`config.mk`:
```
export PLATFORM = sky130hd
export DESIGN_NAME = autoneg_arbiter
export DESIGN_NICKNAME = d
export VERILOG_FILES = /design/src/rtl/autoneg_pkg.sv /design/src/rtl/an_start_detect.sv /design/src/rtl/an_burst_timer.sv /design/src/rtl/an_prio_resolve.sv /design/src/rtl/autoneg_arbiter.sv
export SDC_FILE = /design/constraint.sdc
export NUM_CORES = 1
export LEC_CHECK = 0
export ABC_AREA = 0
export BUFFER_PORTS_ARGS = -buffer_cell sky130_fd_sc_hd__buf_2
export CORE_MARGIN = 5
export CORE_UTILIZATION = 49
export DETAILED_ROUTE_END_ITERATION = 6
export PLACE_DENSITY = 0.76
export SYNTH_ARGS = -nofsm -noshare
export SYNTH_HDL_FRONTEND = slang
export SYNTH_SLANG_ARGS = --single-unit
```
`constraint.sdc`:
```
create_clock -name clk -period 2.12 [get_ports clk]
set_clock_uncertainty 0.2 [all_clocks]
set_input_delay 0.106 -clock clk [delete_from_list [all_inputs] [get_ports clk]]
set_output_delay 0.106 -clock clk [all_outputs]
set_load 0.03 [all_outputs]
```
`src/rtl/autoneg_pkg.sv`:
```
package autoneg_pkg;
  typedef enum logic [2:0] {
    AN_OFF,
    AN_ABIL,
    AN_ACKW,
    AN_CPL,
    AN_GOOD
  } an_state_e;

  localparam int WORD_W   = 16;
  localparam int ABIL_N   = 4;
  localparam int ABIL_LO  = 5;
  localparam int ACK_BIT  = 14;
  localparam logic [4:0] SEL_IEEE = 5'b00001;
  localparam logic [WORD_W-1:0] ACK_MASK = WORD_W'(1) << ACK_BIT;
endpackage

```
`src/rtl/an_start_detect.sv`:
```
module an_start_detect #(
  parameter int NUM_EVT = 4
) (
  input  logic               clk,
  input  logic               rst,
  input  logic               an_enable,
  input  logic               restart_req,
  input  logic [NUM_EVT-1:0] evt_i,
  input  logic               link_up,
  output logic               start_o
);
  logic link_q, en_q;

  always_ff @(posedge clk) begin
    if (rst) begin
      link_q <= 1'b0;
      en_q   <= 1'b0;
    end else begin
      link_q <= link_up;
      en_q   <= an_enable;
    end
  end

  assign start_o = restart_req | (|evt_i) | (link_q & ~link_up) | (an_enable & ~en_q);
endmodule

```
`src/rtl/an_burst_timer.sv`:
```
module an_burst_timer #(
  parameter int TMO_CYC = 50000
) (
  input  logic clk,
  input  logic rst,
  input  logic run_i,
  input  logic kick_i,
  output logic expired_o
);
  localparam int CW = $clog2(TMO_CYC + 1);
  logic [CW-1:0] cnt_q;

  assign expired_o = run_i && !kick_i && (cnt_q == CW'(TMO_CYC - 1));

  always_ff @(posedge clk) begin
    if (rst || !run_i || kick_i || expired_o) cnt_q <= '0;
    else                                      cnt_q <= cnt_q + 1'b1;
  end
endmodule

```
`src/rtl/an_prio_resolve.sv`:
```
module an_prio_resolve #(
  parameter int N  = 4,
  localparam int MW = $clog2(N)
) (
  input  logic [N-1:0]  common_i,
  output logic          any_o,
  output logic [MW-1:0] mode_o
);
  always_comb begin
    mode_o = '0;
    for (int i = 0; i < N; i++) begin
      if (common_i[i]) mode_o = MW'(i);
    end
  end

  assign any_o = |common_i;
endmodule

```
`src/rtl/autoneg_arbiter.sv`:
```
module autoneg_arbiter
  import autoneg_pkg::*;
#(
  parameter int NUM_EVT = 4,
  parameter int MATCH_N = 3,
  parameter int ACK_N   = 3,
  parameter int TMO_CYC = 50000
) (
  input  logic               clk,
  input  logic               rst,
  input  logic               an_enable,
  input  logic               restart_req,
  input  logic [NUM_EVT-1:0] evt_i,
  input  logic               link_up,
  input  logic [3:0]         adv_abil,
  output logic [15:0]        tx_word,
  output logic               tx_en,
  input  logic [15:0]        rx_word,
  input  logic               rx_valid,
  output logic [1:0]         res_mode,
  output logic               res_valid,
  output logic               an_done,
  output logic               res_fault
);
  localparam int MW = $clog2(MATCH_N + 1);
  localparam int AW = $clog2(ACK_N + 1);

  an_state_e         state_q;
  logic [ABIL_N-1:0] adv_q;
  logic [WORD_W-1:0] last_q;
  logic [MW-1:0]     mcnt_q;
  logic [AW-1:0]     acnt_q;
  logic [1:0]        mode_q;
  logic              valid_q, done_q, fault_q;

  logic start, tmo, run, any_common;
  logic [1:0] new_mode;
  logic [WORD_W-1:0] rx_content;
  logic [ABIL_N-1:0] common;
  logic rx_sel_ok;

  assign rx_content = rx_word & ~ACK_MASK;
  assign rx_sel_ok  = (rx_word[4:0] == SEL_IEEE);
  assign common     = adv_q & rx_word[ABIL_LO +: ABIL_N];
  assign run        = (state_q == AN_ABIL) || (state_q == AN_ACKW);

  an_start_detect #(.NUM_EVT(NUM_EVT)) u_start (
    .clk(clk), .rst(rst), .an_enable(an_enable), .restart_req(restart_req),
    .evt_i(evt_i), .link_up(link_up), .start_o(start)
  );

  an_burst_timer #(.TMO_CYC(TMO_CYC)) u_timer (
    .clk(clk), .rst(rst), .run_i(run), .kick_i(rx_valid | start), .expired_o(tmo)
  );

  an_prio_resolve #(.N(ABIL_N)) u_prio (
    .common_i(common), .any_o(any_common), .mode_o(new_mode)
  );

  always_ff @(posedge clk) begin
    fault_q <= 1'b0;
    if (rst) begin
      state_q <= AN_OFF;
      adv_q   <= '0;
      last_q  <= '0;
      mcnt_q  <= '0;
      acnt_q  <= '0;
      mode_q  <= '0;
      valid_q <= 1'b0;
      done_q  <= 1'b0;
    end else if (!an_enable) begin
      state_q <= AN_OFF;
      mcnt_q  <= '0;
      acnt_q  <= '0;
      valid_q <= 1'b0;
      done_q  <= 1'b0;
    end else if (start || tmo) begin
      state_q <= AN_ABIL;
      adv_q   <= adv_abil;
      mcnt_q  <= '0;
      acnt_q  <= '0;
      valid_q <= 1'b0;
      done_q  <= 1'b0;
    end else begin
      unique case (state_q)
        AN_ABIL: if (rx_valid) begin
          if (!rx_sel_ok) begin
            mcnt_q <= '0;
          end else if (mcnt_q == '0 || rx_content != last_q) begin
            last_q <= rx_content;
            mcnt_q <= MW'(1);
          end else if (mcnt_q == MW'(MATCH_N - 1)) begin
            mcnt_q <= '0;
            if (any_common) begin
              mode_q  <= new_mode;
              acnt_q  <= '0;
              state_q <= AN_ACKW;
            end else begin
              fault_q <= 1'b1;
            end
          end else begin
            mcnt_q <= mcnt_q + 1'b1;
          end
        end
        AN_ACKW: if (rx_valid) begin
          if (rx_content != last_q) begin
            state_q <= AN_ABIL;
            adv_q   <= adv_abil;
            mcnt_q  <= '0;
            acnt_q  <= '0;
          end else if (rx_word[ACK_BIT]) begin
            if (acnt_q == AW'(ACK_N - 1)) state_q <= AN_CPL;
            else                          acnt_q  <= acnt_q + 1'b1;
          end
        end
        AN_CPL: begin
          state_q <= AN_GOOD;
          valid_q <= 1'b1;
          done_q  <= 1'b1;
        end
        default: ;
      endcase
    end
  end

  assign tx_en     = (state_q == AN_ABIL) || (state_q == AN_ACKW) || (state_q == AN_CPL);
  assign tx_word   = {1'b0, (state_q == AN_ACKW) || (state_q == AN_CPL), 5'b0, adv_q, SEL_IEEE};
  assign res_mode  = mode_q;
  assign res_valid = valid_q;
  assign an_done   = done_q;
  assign res_fault = fault_q;
endmodule

```
==> results by group, run 1 <==
Yosys
  • Area leader, netlist: dfxtp_1
  • Synth Area per Inst: 8.93 µm²
  • Dominant cells by area after synthesis: dfxtp_1, xnor2_1, mux2i_1
  • Synth Register Bits: 48
  • Netlist cell types: 49
  • Mapped Cells: 267
  • Synth top area share: 0.403
  • Post-synthesis sequential area ratio: 0.403
  • Post-synthesis async set-or-reset flop share: 0
  • Ys Warns: 0
  • Synth Cell Area: 2380 µm²
  • Main synth FF type: dfxtp_1
  • Post-synth EDFFs: 0

Pwr
  • Pwr/cell area: 511 nW/µm²
  • Comb pwr share: 0.125
  • Flop pwr share: 0.507
  • Internal power: 1360 µW
  • Clock share of power: 0.368
  • Switching pwr: 443 µW
  • Switching Fraction: 0.246
  • P_leak: 0.00149 µW
  • Worst-case vdd ir drop: 0.443 mV
  • Tot Pwr: 1800 µW

Routing
  • Residual DRC count: 0
  • First-pass DRT Iterations: 4
  • DR iter-0 viols: 157
  • Wirelength, routed: 7.11 mm
  • Via count: 2,338
  • Wire per inst: 15.9 µm
  • Post-detailed-route count of antenna-violating nets: 0
  • Vias/cell: 5.24

Final layout
  • Most common cell after layout, fill and taps aside: buf_4
  • Most frequent cells in the layout: buf_4, buf_2, nor2_1
  • Final core occ: 0.747
  • Nets: 410
  • Post-Layout Cell Count: 446
  • Area Overhead vs Synth: 48.0%
  • Share of cells above drive strength 1: 0.401
  • Diode count: 0

Setup path
  • Worst r2r src: last_q[10]
  • R2R Setup Slk: -0.28 ns
  • Crit-path max FO: 4
  • Critical path class: register to register
  • FF-to-FF path depth: 6
  • Crit path cell chain: xnor2_2 -> nand4_1 -> or4_4 -> or3_4 -> or4_1 -> a21oi_1
  • Worst EP arrival: 2.45 ns
  • Crit Reg-Reg Endpoint: acnt_q[0]
  • CP startpoint: last_q[10]
  • Slowest-stage cell, CP: or4_4
  • Nature of the critical path endpoint: register
  • CP Launch Type: register
  • Slowest Stage Delay on Critical Path: 0.55 ns
  • CP endpoint: acnt_q[0]
  • Worst EP required: 2.16 ns

Clock network
  • Root Buffer: clkbuf_8
  • CTS Buf Count: 5
  • Htree depth: 2
  • Worst skew pair latency: 0.31 ns
  • Clock Sinks: 48
  • CTS tree: done
  • Clock Tree Buf Depth: 2
  • Clock-pin slew on the worst setup and hold paths: 0.09 ns

Placed design
  • DPL Wire Length: 4.25 mm
  • IO Port Bufs: 40
  • Routability cong.: 0.928
  • Cell Count Post-Placement: 413

Run status
  • Failing checks: negative setup slack
  • Status: finished, violations left

Global routing
  • Total GRT Usage: 0.216
  • Congestion Overflow GR: 0
  • Via count of the first global-routing pass: 2,330
  • Largest net degree at the start of global routing: 24
  • Initial antenna violation count: 0
  • First-pass GRT wire length: 10.6 mm

Floorplanning
  • Die area: 6360 µm²
  • DIE WIDTH: 79.8 µm
  • Chip Height: 79.8 µm
  • Boundary Pins: 52
  • Core box area: 4720 µm²
  • Rows: 25
  • Initial core utilization: 0.505

Min path
  • Hold Crit Class: input pin to register

STA
  • Worst hold slack: 0.0254 ns
  • Hold Vio Cnt, Final: 0
  • Final period util: 1.13
  • Slew Viols, Final: 0
  • Period minus WS final: 2.40 ns
  • Setup violations, final: 27
  • Fmax: 416 MHz
  • Final WS setup: -0.282 ns
  • RSZ-0062 raised after global routing: true

Flow run
  • Max Cap Viol: 0
[critical path, delay by kind of cell (launching register included)]
kind / cells / cell delay [ns]
XOR/XNOR: 1 / 0.20
AND/OR/NAND/NOR: 4 / 1.46
AO/OA/AOI/OAI: 1 / 0.13
flip-flops: 1 / 0.35
[timing repair]
action,in CTS,in global routing
setup buffers,6,3
resized for setup,35,21
hold endpoints to repair,16,0
hold buffers,15,0
endpoints found under the setup margin,41,35
gates cloned,1,0
pin swaps,23,12
[routing by layer]
metal / up-vias / GRT usage / share of wire / wire length [µm]
li1: 1124 / - / - / -
met1: 1105 / 0.242 / 0.39 / 2760
met2: 89 / 0.391 / 0.52 / 3700
met3: 20 / 0.0372 / 0.054 / 381
met4: 0 / 0.108 / 0.037 / 265
met5: - / 0 / 0 / 0
[state kept, by name, indices dropped and copies added (netlist names)]
name / flops
res_mode: 2
mcnt_q: 2
u_start.en_q: 1
acnt_q: 2
u_timer.cnt_q: 16
res_fault: 1
adv_q: 4
u_start.link_q: 1
last_q: 15
state_q: 3
an_done: 1
[worst min-delay path by stage]
stage | startpoint | endpoint | slack, ns | cells past startpoint
CTS | rx_word[6] | last_q[6] | 0.01 | 4
finish | rx_word[6] | last_q[6] | 0.03 | 4
global route | rx_word[6] | last_q[6] | 0.05 | 4
floorplan | rst | u_start.en_q | 0.002 | 1
detailed placement | link_up | u_start.link_q | 0.14 | 2
global placement | link_up | u_start.link_q | 0.13 | 2
[area by class of cell]
class                           count  area [µm²]
Inverter                            7        26.3
Clock inverter                      2        35.0
Sequential cell                    48         980
Timing Repair Buffer              113         840
Fill cell                         292        1190
Multi-Input combinational cell    203        1490
Clock buffer                        6        72.6
Tap cell                           67        83.8
[cell usage after synthesis, types with 2 or more instances]
| library cell | number |
|---|---|
| nor3_1 | 5 |
| mux2i_1 | 16 |
| and4_1 | 2 |
| o31ai_1 | 2 |
| o21ai_0 | 2 |
| a21oi_1 | 10 |
| a22o_1 | 2 |
| inv_1 | 7 |
| nand3_1 | 9 |
| nand4_1 | 9 |
| conb_1 | 2 |
| and2_1 | 4 |
| and3_1 | 2 |
| nor4bb_1 | 2 |
| clkbuf_1 | 4 |
| a31oi_1 | 2 |
| or4_1 | 4 |
| a21o_1 | 2 |
| nor4_1 | 2 |
| buf_4 | 13 |
| xnor2_1 | 22 |
| or2_2 | 2 |
| nor2b_1 | 4 |
| nand2_1 | 8 |
| nor2_1 | 41 |
| nand2b_1 | 11 |
| ha_1 | 2 |
| dfxtp_1 | 48 |
| xor2_1 | 8 |
[stage by stage]
step                TNS, ns  area, µm²  setup WS, ns
floorplan            -0.388       2460        -0.112
global placement      -2.44       2960        -0.181
detailed placement    -3.44       2960        -0.237
CTS                   -1.92       3440        -0.161
global route          -7.70       3530        -0.384
finish                -5.93       3530        -0.282
[logic make-up (layout without fill, tap and decap cells)]
family | after synthesis | count (layout) | synth area share
fa+ha+maj | 2 | 2 | 0.0105
simple gates | 115 | 115 | 0.262
flops | 48 | 48 | 0.403
xor+xnor | 30 | 30 | 0.110
compound gates | 29 | 29 | 0.0834
buf+inv | 25 | 128 | 0.0603
mux | 16 | 16 | 0.0672
other cells | 2 | 11 | 0.00315
[power groups by stage]
stage                     Clock [µW]  Sequential (µW)  Combinational [µW]
after floorplan                    0              945                 104
after global placement             0              935                 175
after detailed placement           0              935                 177
after CTS                        665              914                 214
after global routing             702              915                 241
final                            664              914                 226
Note: power is estimated with default switching activity, not from simulation.
==> inputs of run 2 (changes only) <==
CAP_MARGIN = 0   (was unset)
CORE_ASPECT_RATIO = 2   (was unset)
==> run 2 against run 1 <==
The flow still finishes with violations (negative setup slack). Sequential share of layout area grew 0.74 points. Combinational power about the same. Clock power up 10%. Utilization shrank 3.9 points.
==> results by group, run 2 (synthesized netlist as in run 1, its figures left out) <==
Run status
  • Status: finished, violations left
  • Failing checks: negative setup slack

Placed design
  • IO Port Bufs: 40
  • DPL Wire Length: 4.61 mm
  • Routability cong.: 0.855

Clock network
  • Root Buffer: clkbuf_8
  • Clock-pin slew on the worst setup and hold paths: 0.09 ns
  • Worst skew pair latency: 0.31 ns
  • Clock Tree Buf Depth: 2
  • Htree depth: 2
  • CTS Buf Count: 5
  • CTS tree: done
  • Clock Sinks: 48

STA
  • Setup_tns: -6.61 ns
  • Least-Margin Pin Slew: 0.502 ns
  • RSZ-0062 raised after global routing: true
  • Final WS setup: -0.374 ns
  • Final period util: 1.18
  • Fmax: 401 MHz
  • Max_slew headroom: 0.662
  • Slew Viols, Final: 0
  • Setup violations, final: 27
  • Period minus WS final: 2.49 ns
  • Hold Vio Cnt, Final: 0

Min path
  • Hold depth: 4
  • Worst Hold Path EP: last_q[5]
  • Hold path startpoint: rx_word[5]
  • Hold Crit Class: input pin to register

Floorplanning
  • DIE WIDTH: 59.3 µm
  • Core box area: 4820 µm²
  • Rows: 36
  • Initial core utilization: 0.495
  • Boundary Pins: 52
  • Chip Height: 109 µm
  • Die area: 6450 µm²

Routing
  • Via count: 2,380
  • Wirelength, routed: 7.40 mm
  • DR iter-0 viols: 106
  • First-pass DRT Iterations: 5
  • Residual DRC count: 0
  • Vias/cell: 5.55
  • Wire per inst: 17.2 µm
  • Post-detailed-route count of antenna-violating nets: 0

Setup path
  • Crit path cell chain: xnor2_2 -> nand3_1 -> or4_4 -> or3_4 -> or4_1 -> a21oi_2
  • Slowest Stage Delay on Critical Path: 0.55 ns
  • Nature of the critical path endpoint: register
  • Crit-path max FO: 4
  • Worst EP arrival: 2.53 ns
  • R2R Setup Slk: -0.37 ns
  • Crit Reg-Reg Endpoint: acnt_q[0]
  • FF-to-FF path depth: 6
  • Worst EP required: 2.16 ns
  • Slowest-stage cell, CP: or4_4
  • CP Launch Type: register
  • Critical path class: register to register
  • Worst r2r src: last_q[1]

Final layout
  • Largest regs: u_timer.cnt_q (16), last_q (15), adv_q (4)
  • Diode count: 0
  • Area Overhead vs Synth: 43.2%
  • Top reg by flops: u_timer.cnt_q
  • Final core occ: 0.709
  • Nets: 403
  • Share of cells above drive strength 1: 0.368
  • Max reg flops: 16
  • Most frequent cells in the layout: buf_4, nor2_1, dfxtp_1, buf_2, dlygate4sd3_1
  • Most common cell after layout, fill and taps aside: buf_4

Pwr
  • P_leak: 0.00144 µW
  • Pwr/cell area: 548 nW/µm²
  • Worst-case vdd ir drop: 0.664 mV

Global routing
  • Congestion Overflow GR: 0
  • Total GRT Usage: 0.224
  • First-pass GRT wire length: 10.9 mm
  • Initial antenna violation count: 0
  • Via count of the first global-routing pass: 2,460
  • Largest net degree at the start of global routing: 24

Flow run
  • Max Cap Viol: 0
## run 2: power by group
group	internal [µW]	switching [µW]	total (µW)	leakage, µW
clock	416	316	733	0.0000645
combinational	103	126	229	0.000985
sequential	907	4.67	912	0.000393
## run 2: per-layer routing
metal	global-route usage	share of wire	wire, µm
met2	0.423	0.57	4210
met3	0.0462	0.055	406
met5	0	0	0
met4	0.149	0.052	381
met1	0.200	0.33	2410
## run 2: worst max path at each step
stage / from / end / slack (ns) / cells after the start
floorplan: last_q[0] / acnt_q[0] / -0.11 / 6
finish: last_q[1] / acnt_q[0] / -0.37 / 6
detailed placement: last_q[12] / acnt_q[1] / -0.28 / 6
global route: last_q[9] / last_q[9] / -0.45 / 8
global placement: last_q[8] / acnt_q[0] / -0.20 / 6
CTS: last_q[11] / acnt_q[1] / -0.27 / 6
## run 2: layout make-up
cell class                 count  area [µm²]
clock inverter                 1        30.0
clock buffer                   7        96.3
sequential                    48         973
inverter                       7        26.3
timing repair buffer         106         754
tap                           57        71.3
multi-input combinational    203        1460
fill                         320        1400
## run 2: timing repair
item,4_1_cts,5_1_grt
gates resized for setup,13,21
endpoints found under the setup margin,43,27
setup buffers,1,2
hold buffers,17,0
hold endpoints to repair,17,0
pin swaps,12,10
## run 2: critical path, delay by kind of cell (launching register included)
kind | cells | cell delay (ns)
simple gates | 4 | 1.52
flops | 1 | 0.35
xor+xnor | 1 | 0.22
compound gates | 1 | 0.13
## run 2: per-stage QoR
step | hold slack, ns | setup slack [ns] | power, µW | instance area, µm² | std cells
global route | 0.0501 | -0.451 | 1930 | 3420 | 429
finish | 0.0346 | -0.374 | 1870 | 3420 | 429
detailed placement | 0.133 | -0.279 | 1120 | 2950 | 401
floorplan | 0.00167 | -0.112 | 1050 | 2460 | 276
global placement | 0.127 | -0.197 | 1110 | 2950 | 401
CTS | 0.0181 | -0.270 | 1860 | 3300 | 427
